==> src/rtl/bhc_pkg.sv <==
package bhc_pkg;

    typedef enum logic [2:0] {
        ST_IDLE  = 3'd0,
        ST_FLUSH = 3'd1,
        ST_WAIT  = 3'd2,
        ST_GRANT = 3'd3,
        ST_REL   = 3'd4
    } bhc_state_e;

    typedef struct packed {
        logic ack;       // active-high internal form of the acknowledge
        logic flush;
        logic post_dis;
    } bhc_drive_t;

    function automatic bhc_drive_t bhc_decode(input bhc_state_e st);
        bhc_drive_t d;
        d = '0;
        case (st)
            ST_FLUSH, ST_WAIT: begin
                d.flush    = 1'b1;
                d.post_dis = 1'b1;
            end
            ST_GRANT: begin
                d.ack      = 1'b1;
                d.post_dis = 1'b1;
            end
            ST_REL:   d.post_dis = 1'b1;
            default:  d = '0;
        endcase
        return d;
    endfunction

endpackage

==> src/rtl/bhc_seq_fsm.sv <==
module bhc_seq_fsm
    import bhc_pkg::*;
(
    input  logic       clk,
    input  logic       rst,
    input  logic       req,
    input  logic       empty,
    output bhc_state_e state
);

    bhc_state_e nxt;

    always_comb begin
        nxt = state;
        case (state)
            ST_IDLE:  if (req) nxt = ST_FLUSH;
            ST_FLUSH: nxt = req ? ST_WAIT : ST_IDLE;
            ST_WAIT: begin
                if (!req)       nxt = ST_IDLE;
                else if (empty) nxt = ST_GRANT;
            end
            ST_GRANT: if (!req) nxt = ST_REL;
            ST_REL:   nxt = ST_IDLE;
            default:  nxt = ST_IDLE;
        endcase
    end

    always_ff @(posedge clk) begin
        if (rst) state <= ST_IDLE;
        else     state <= nxt;
    end

    // the grant state is entered only from the wait state with the request held
    assert_grant_entry_R4: assert property (@(posedge clk) disable iff (rst)
        (state != ST_GRANT) ##1 (state == ST_GRANT) |-> $past(req && empty));

    // a withdrawn request before the grant returns to idle
    assert_abandon_R9: assert property (@(posedge clk) disable iff (rst)
        ((state == ST_FLUSH || state == ST_WAIT) && !req) |=> (state == ST_IDLE));

endmodule

==> src/rtl/bhc_pin_drive.sv <==
module bhc_pin_drive
    import bhc_pkg::*;
(
    input  bhc_state_e state,
    output logic       hold_ack_n,
    output logic       flush_req,
    output logic       post_dis
);

    bhc_drive_t drv;

    always_comb begin
        drv        = bhc_decode(state);
        hold_ack_n = ~drv.ack;
        flush_req  = drv.flush;
        post_dis   = drv.post_dis;
    end

endmodule

==> src/rtl/bus_hold_ctrl.sv <==
module bus_hold_ctrl
    import bhc_pkg::*;
(
    input  logic clk,
    input  logic rst,
    input  logic hold_req_n,
    input  logic buf_empty,
    output logic hold_ack_n,
    output logic flush_req,
    output logic post_dis
);

    bhc_state_e state;
    logic       req;

    assign req = ~hold_req_n;

    bhc_seq_fsm u_fsm (
        .clk   (clk),
        .rst   (rst),
        .req   (req),
        .empty (buf_empty),
        .state (state)
    );

    bhc_pin_drive u_drv (
        .state      (state),
        .hold_ack_n (hold_ack_n),
        .flush_req  (flush_req),
        .post_dis   (post_dis)
    );

    // an acknowledge only ever stands with posting disabled
    assert_ack_disabled_R4: assert property (@(posedge clk) disable iff (rst)
        !hold_ack_n |-> post_dis);

    // the acknowledge falls only after an empty buffer seen under disable
    assert_ack_after_empty_R4: assert property (@(posedge clk) disable iff (rst)
        $fell(hold_ack_n) |-> $past(post_dis && buf_empty && !hold_req_n));

    // flushing happens only with posting blocked and never during a grant
    assert_flush_scope_R3: assert property (@(posedge clk) disable iff (rst)
        flush_req |-> (post_dis && hold_ack_n));

    // grant held while the request is held
    assert_ack_hold_R6: assert property (@(posedge clk) disable iff (rst)
        (!hold_ack_n && !hold_req_n) |=> !hold_ack_n);

    // release of the request drops the acknowledge next clock
    assert_ack_release_R7: assert property (@(posedge clk) disable iff (rst)
        (!hold_ack_n && hold_req_n) |=> (hold_ack_n && post_dis));

    // posting returns one clock after the acknowledge deasserts
    assert_post_reenable_R8: assert property (@(posedge clk) disable iff (rst)
        $rose(hold_ack_n) |=> !post_dis);

endmodule

==> config.mk <==
export PLATFORM = sky130hd
export DESIGN_NAME = bus_hold_ctrl
export DESIGN_NICKNAME = d
export VERILOG_FILES = /design/src/rtl/bhc_pkg.sv /design/src/rtl/bhc_seq_fsm.sv /design/src/rtl/bhc_pin_drive.sv /design/src/rtl/bus_hold_ctrl.sv
export SDC_FILE = /design/constraint.sdc
export NUM_CORES = 1
export LEC_CHECK = 0
export ABC_AREA = 0
export BUFFER_PORTS_ARGS = -buffer_cell sky130_fd_sc_hd__buf_4
export CAP_MARGIN = 20
export CORE_AREA = 8 8 45 47
export CTS_CLUSTER_SIZE = 10
export DETAILED_ROUTE_END_ITERATION = 8
export DIE_AREA = 0 0 53 55
export SLEW_MARGIN = 20
export SYNTH_ARGS = -nofsm -noshare
export SYNTH_HDL_FRONTEND = slang
export SYNTH_SLANG_ARGS = --single-unit
==> constraint.sdc <==
create_clock -name clk -period 0.9 [get_ports clk]
set_input_delay 0.18 -clock clk [delete_from_list [all_inputs] [get_ports clk]]
set_output_delay 0.18 -clock clk [all_outputs]
set_load 0.05 [all_outputs]
==> results_tabular.tex <==
\begin{tabular}{lr}
\hline
Metric & Value \\
\hline
\multicolumn{2}{l}{\textbf{Place}} \\
\quad Worst slack after detailed placement & -0.1578 ns \\
\quad Placed instance area & around 250 um\^{}2 \\
\quad Dpl cells & 41 \\
\quad Port Buffers & 6 \\
\quad Last weighted congestion value of the routability-driven placer & 0.6297 \\
\multicolumn{2}{l}{\textbf{Yosys}} \\
\quad Library cell with the largest summed area after synthesis & sky130\_fd\_sc\_hd\_\_dfxtp\_1 \\
\quad Synthesized Nets & 18 \\
\quad Number of enable-type register cells in the synthesized netlist & 0 \\
\quad Avg Cell Area, Syn & 9.473 um\^{}2 \\
\quad Post-synth top cells & sky130\_fd\_sc\_hd\_\_nor2\_1 (4), sky130\_fd\_sc\_hd\_\_dfxtp\_1 (3), sky130\_fd\_sc\_hd\_\_xnor2\_1 (2) \\
\quad Share of flip-flops with an asynchronous set or reset & 0\% \\
\quad Count of state elements after synthesis & 3 \\
\quad Fraction of post-synthesis cell area in the top cell type by area & 45.28\% \\
\quad Portion of the post-synthesis area used by sequential elements & 45.28\% \\
\quad Most repeated cell in the gate-level netlist after synthesis & sky130\_fd\_sc\_hd\_\_nor2\_1 \\
\quad Number of standard cells after synthesis & 14 \\
\quad Yosys warns & 0 \\
\quad Ranking of synthesized cells by area & sky130\_fd\_sc\_hd\_\_dfxtp\_1 (45\%), sky130\_fd\_sc\_hd\_\_xnor2\_1 (13\%), sky130\_fd\_sc\_hd\_\_nor2\_1 (11\%), sky130\_fd\_sc\_hd\_\_a211oi\_2 (9.4\%), sky130\_fd\_sc\_hd\_\_nand3b\_1 (5.7\%) \\
\quad Number of different library cells in the post-synthesis netlist & 8 \\
\quad Synth Cell Area & 132.6 um\^{}2 \\
\quad Prevailing post-synth register cell & sky130\_fd\_sc\_hd\_\_dfxtp\_1 \\
\multicolumn{2}{l}{\textbf{Pwr}} \\
\quad Static power due to leakage & between 0.1 and 0.15 nW \\
\quad Areal power density over the cells & 1520 nW/um\^{}2 \\
\quad Largest vdd supply drop & roughly 0.00036 V \\
\multicolumn{2}{l}{\textbf{GRT}} \\
\quad Overflow left after global routing & 0 \\
\quad Number of antenna violations at the first check in global routing & 0 \\
\quad Maximum number of pins on one net before global-route repair & 4 \\
\quad First-pass GRT wire length & 634 um \\
\quad Vias in the first global route & 180 \\
\quad Overall Global Routing Usage & 3.439\% \\
\multicolumn{2}{l}{\textbf{Worst setup path}} \\
\quad Crit Path Class & reg -> out \\
\quad CP Data Arrival Time & roughly 1.1 ns \\
\quad WP data required & 0.72 ns \\
\quad Endpoint kind of the worst setup timing path & output pin \\
\quad Kind of start point of the critical path & register \\
\quad CP Max Fanout & 3 \\
\multicolumn{2}{l}{\textbf{Floorplan}} \\
\quad Area of the placeable core & $\sim$1400 um\^{}2 \\
\quad Horiz. Die Dim & 53 um \\
\quad Initial core utilization & 9.584\% \\
\quad Vertical die dimension & 55 um \\
\quad Total Die Area & approximately 3000 um\^{}2 \\
\quad Std-Cell Rows & 14 \\
\quad Top-level port count & 7 \\
\multicolumn{2}{l}{\textbf{Clock network}} \\
\quad Clk buf depth & 2 \\
\quad Clock slew seen by the registers of the worst setup and hold paths & 0.04 ns \\
\quad Clk\_lat worst skew & 0.23 ns \\
\quad CTS H-tree depth & 1 \\
\quad Master cell of the clock root buffer & sky130\_fd\_sc\_hd\_\_clkbuf\_4 \\
\quad CTS Buf Count & 3 \\
\quad Clock tree from TritonCTS & done \\
\quad Clock tree sinks & 3 \\
\quad \# hold bufs at CTS & 0 \\
\multicolumn{2}{l}{\textbf{Cells and area}} \\
\quad Flip-flop count of the largest register, all copies and words added & 3 \\
\quad Register containing the most flip-flops in the final layout & u\_fsm.state \\
\quad Fillcell total & between 150 and 200 \\
\quad Synth-to-Final Area Change & 144.3\% \\
\quad Top flop regs & u\_fsm.state (3) \\
\quad Final layout net count & 35 \\
\quad Core occupancy in the finished layout & 23.42\% \\
\quad Fraction of layout instances using a drive strength above 1 & 80.00\% \\
\quad Antenna diode count & 0 \\
\quad Final instance count without filler cells & 46 \\
\quad Total non-filler cell area in the finished layout & 324.1 um\^{}2 \\
\multicolumn{2}{l}{\textbf{STA}} \\
\quad Post-layout minimum cycle time & around 1.2 ns \\
\quad Least-Margin Pin Slew & approximately 0.14 ns \\
\quad Count of endpoints failing setup in the final report & 4 \\
\quad Rel. slew slack & 90.56\% \\
\quad Worst hold slack after final layout & $\sim$0.11 ns \\
\quad Count of endpoints failing hold in the final timing report & 0 \\
\quad Max Slew Vio Count & 0 \\
\quad Fin crit share & 137.3\% \\
\quad Unrepaired setup endpoints after global routing & true \\
\quad Fin worst setup slack & -0.3356 ns \\
\quad Post-route clock skew & 0.002315 ns \\
\quad Highest clock frequency the design can meet & 0.8093 GHz \\
\multicolumn{2}{l}{\textbf{Min path}} \\
\quad Path class of the lowest-slack min-delay path & in -> reg \\
\multicolumn{2}{l}{\textbf{Status}} \\
\quad Outcome & finished with violations \\
\quad Violated checks & negative setup slack \\
\multicolumn{2}{l}{\textbf{Flow run}} \\
\quad Max capacitance violation total & 0 \\
\multicolumn{2}{l}{\textbf{Routing}} \\
\quad Total wire length & 386 um \\
\quad Wire per inst & 8.391 um \\
\quad First-iteration detailed-routing DRC count & 0 \\
\quad Remaining number of nets flagged by the antenna check after routing & 0 \\
\quad Number of DRC violations after detailed routing & 0 \\
\quad Iteration count of the initial detailed-routing pass & 1 \\
\quad Detailed-route vias per instance & 3.391 \\
\quad Via count & 156 \\
\hline
\end{tabular}
==> report_power, final <==
part	total, mW	leakage (nW)	switching (mW)	internal (mW)
Sequential	0.144	0.0261	0.00718	0.137
Combinational	0.120	0.0981	0.0583	0.0616
Clock	0.228	0.0150	0.0625	0.166
==> stage by stage <==
stage | power [mW] | TNS (ns)
after global placement | 0.2461 | -0.3726
after global routing | 0.5161 | -1.185
after CTS | 0.5055 | -1.054
after floorplan | 0.2035 | -0.8483
final | 0.4925 | -0.9847
after detailed placement | 0.2472 | -0.3843
==> layout make-up <==
cell class                 count  area [um^2]  area share [%]
clock buffer                   4        26.28           8.108
multi-input combinational     11        102.6           31.66
sequential                     3        66.31           20.46
tap                           16        20.02           6.178
timing repair buffer          12        108.9           33.59
==> critical path, cell delays in order, from the launching register on <==
cell	delay, ns
sky130_fd_sc_hd__dfxtp_2	0.33
sky130_fd_sc_hd__buf_6	0.12
sky130_fd_sc_hd__xnor2_2	0.12
sky130_fd_sc_hd__nor2_2	0.09
sky130_fd_sc_hd__buf_6	0.16
==> cell usage in the layout, fill, tap and decap left out <==
master | netlist | final
sky130_fd_sc_hd__clkbuf_4 | 0 | 3
sky130_fd_sc_hd__nor2_4 | 0 | 1
sky130_fd_sc_hd__nor2_2 | 0 | 1
sky130_fd_sc_hd__or3_4 | 0 | 1
sky130_fd_sc_hd__nor2_1 | 4 | 2
sky130_fd_sc_hd__nor3b_1 | 1 | 1
sky130_fd_sc_hd__a211oi_2 | 1 | 1
sky130_fd_sc_hd__nor2b_1 | 1 | 1
sky130_fd_sc_hd__dfxtp_4 | 0 | 1
sky130_fd_sc_hd__dfxtp_2 | 0 | 2
sky130_fd_sc_hd__xnor2_2 | 0 | 2
sky130_fd_sc_hd__nand3b_1 | 1 | 1
sky130_fd_sc_hd__clkbuf_1 | 0 | 1
sky130_fd_sc_hd__buf_4 | 0 | 7
sky130_fd_sc_hd__buf_6 | 0 | 5
==> logic make-up (layout without fill, tap and decap cells) <==
logic type | count (synthesis) | count (layout) | synth area share [%]
buffers and inverters | 0 | 16 | 0
and+or+nand+nor | 8 | 8 | 32.08
AOI/OAI and AO/OA | 1 | 1 | 9.432
xor gates and xnor gates | 2 | 2 | 13.21
DFF | 3 | 3 | 45.28
==> layer usage <==
metal / GRT usage [%] / share of wire, % / up-vias
li1: - / - / 79
met1: 1.667 / 27 / 71
met2: 5.859 / 58 / 4
met3: 2.674 / 12 / 2
met4: 5.172 / 1.6 / 0
met5: 0 / 0 / -
==> final timing paths <==
path | start | end | slack, ns | cells after the start
worst max-delay path | u_fsm.state[0]$_SDFFE_PP0P_ | flush_req | -0.34 | 4
worst min-delay path | rst | u_fsm.state[2]$_SDFFE_PP0P_ | 0.11 | 2
worst max register to register | u_fsm.state[0]$_SDFFE_PP0P_ | u_fsm.state[2]$_SDFFE_PP0P_ | -0.08 | 4
worst min register to register | u_fsm.state[2]$_SDFFE_PP0P_ | u_fsm.state[0]$_SDFFE_PP0P_ | 0.51 | 2
==> repair_timing <==
item / 4_1_cts / 5_1_grt
setup buffers: 1 / 0
resized for setup: 8 / 3
setup endpoints to repair: 4 / 4
pin swaps: 3 / 1
No activity file was read; power rests on OpenSTA's default activity.
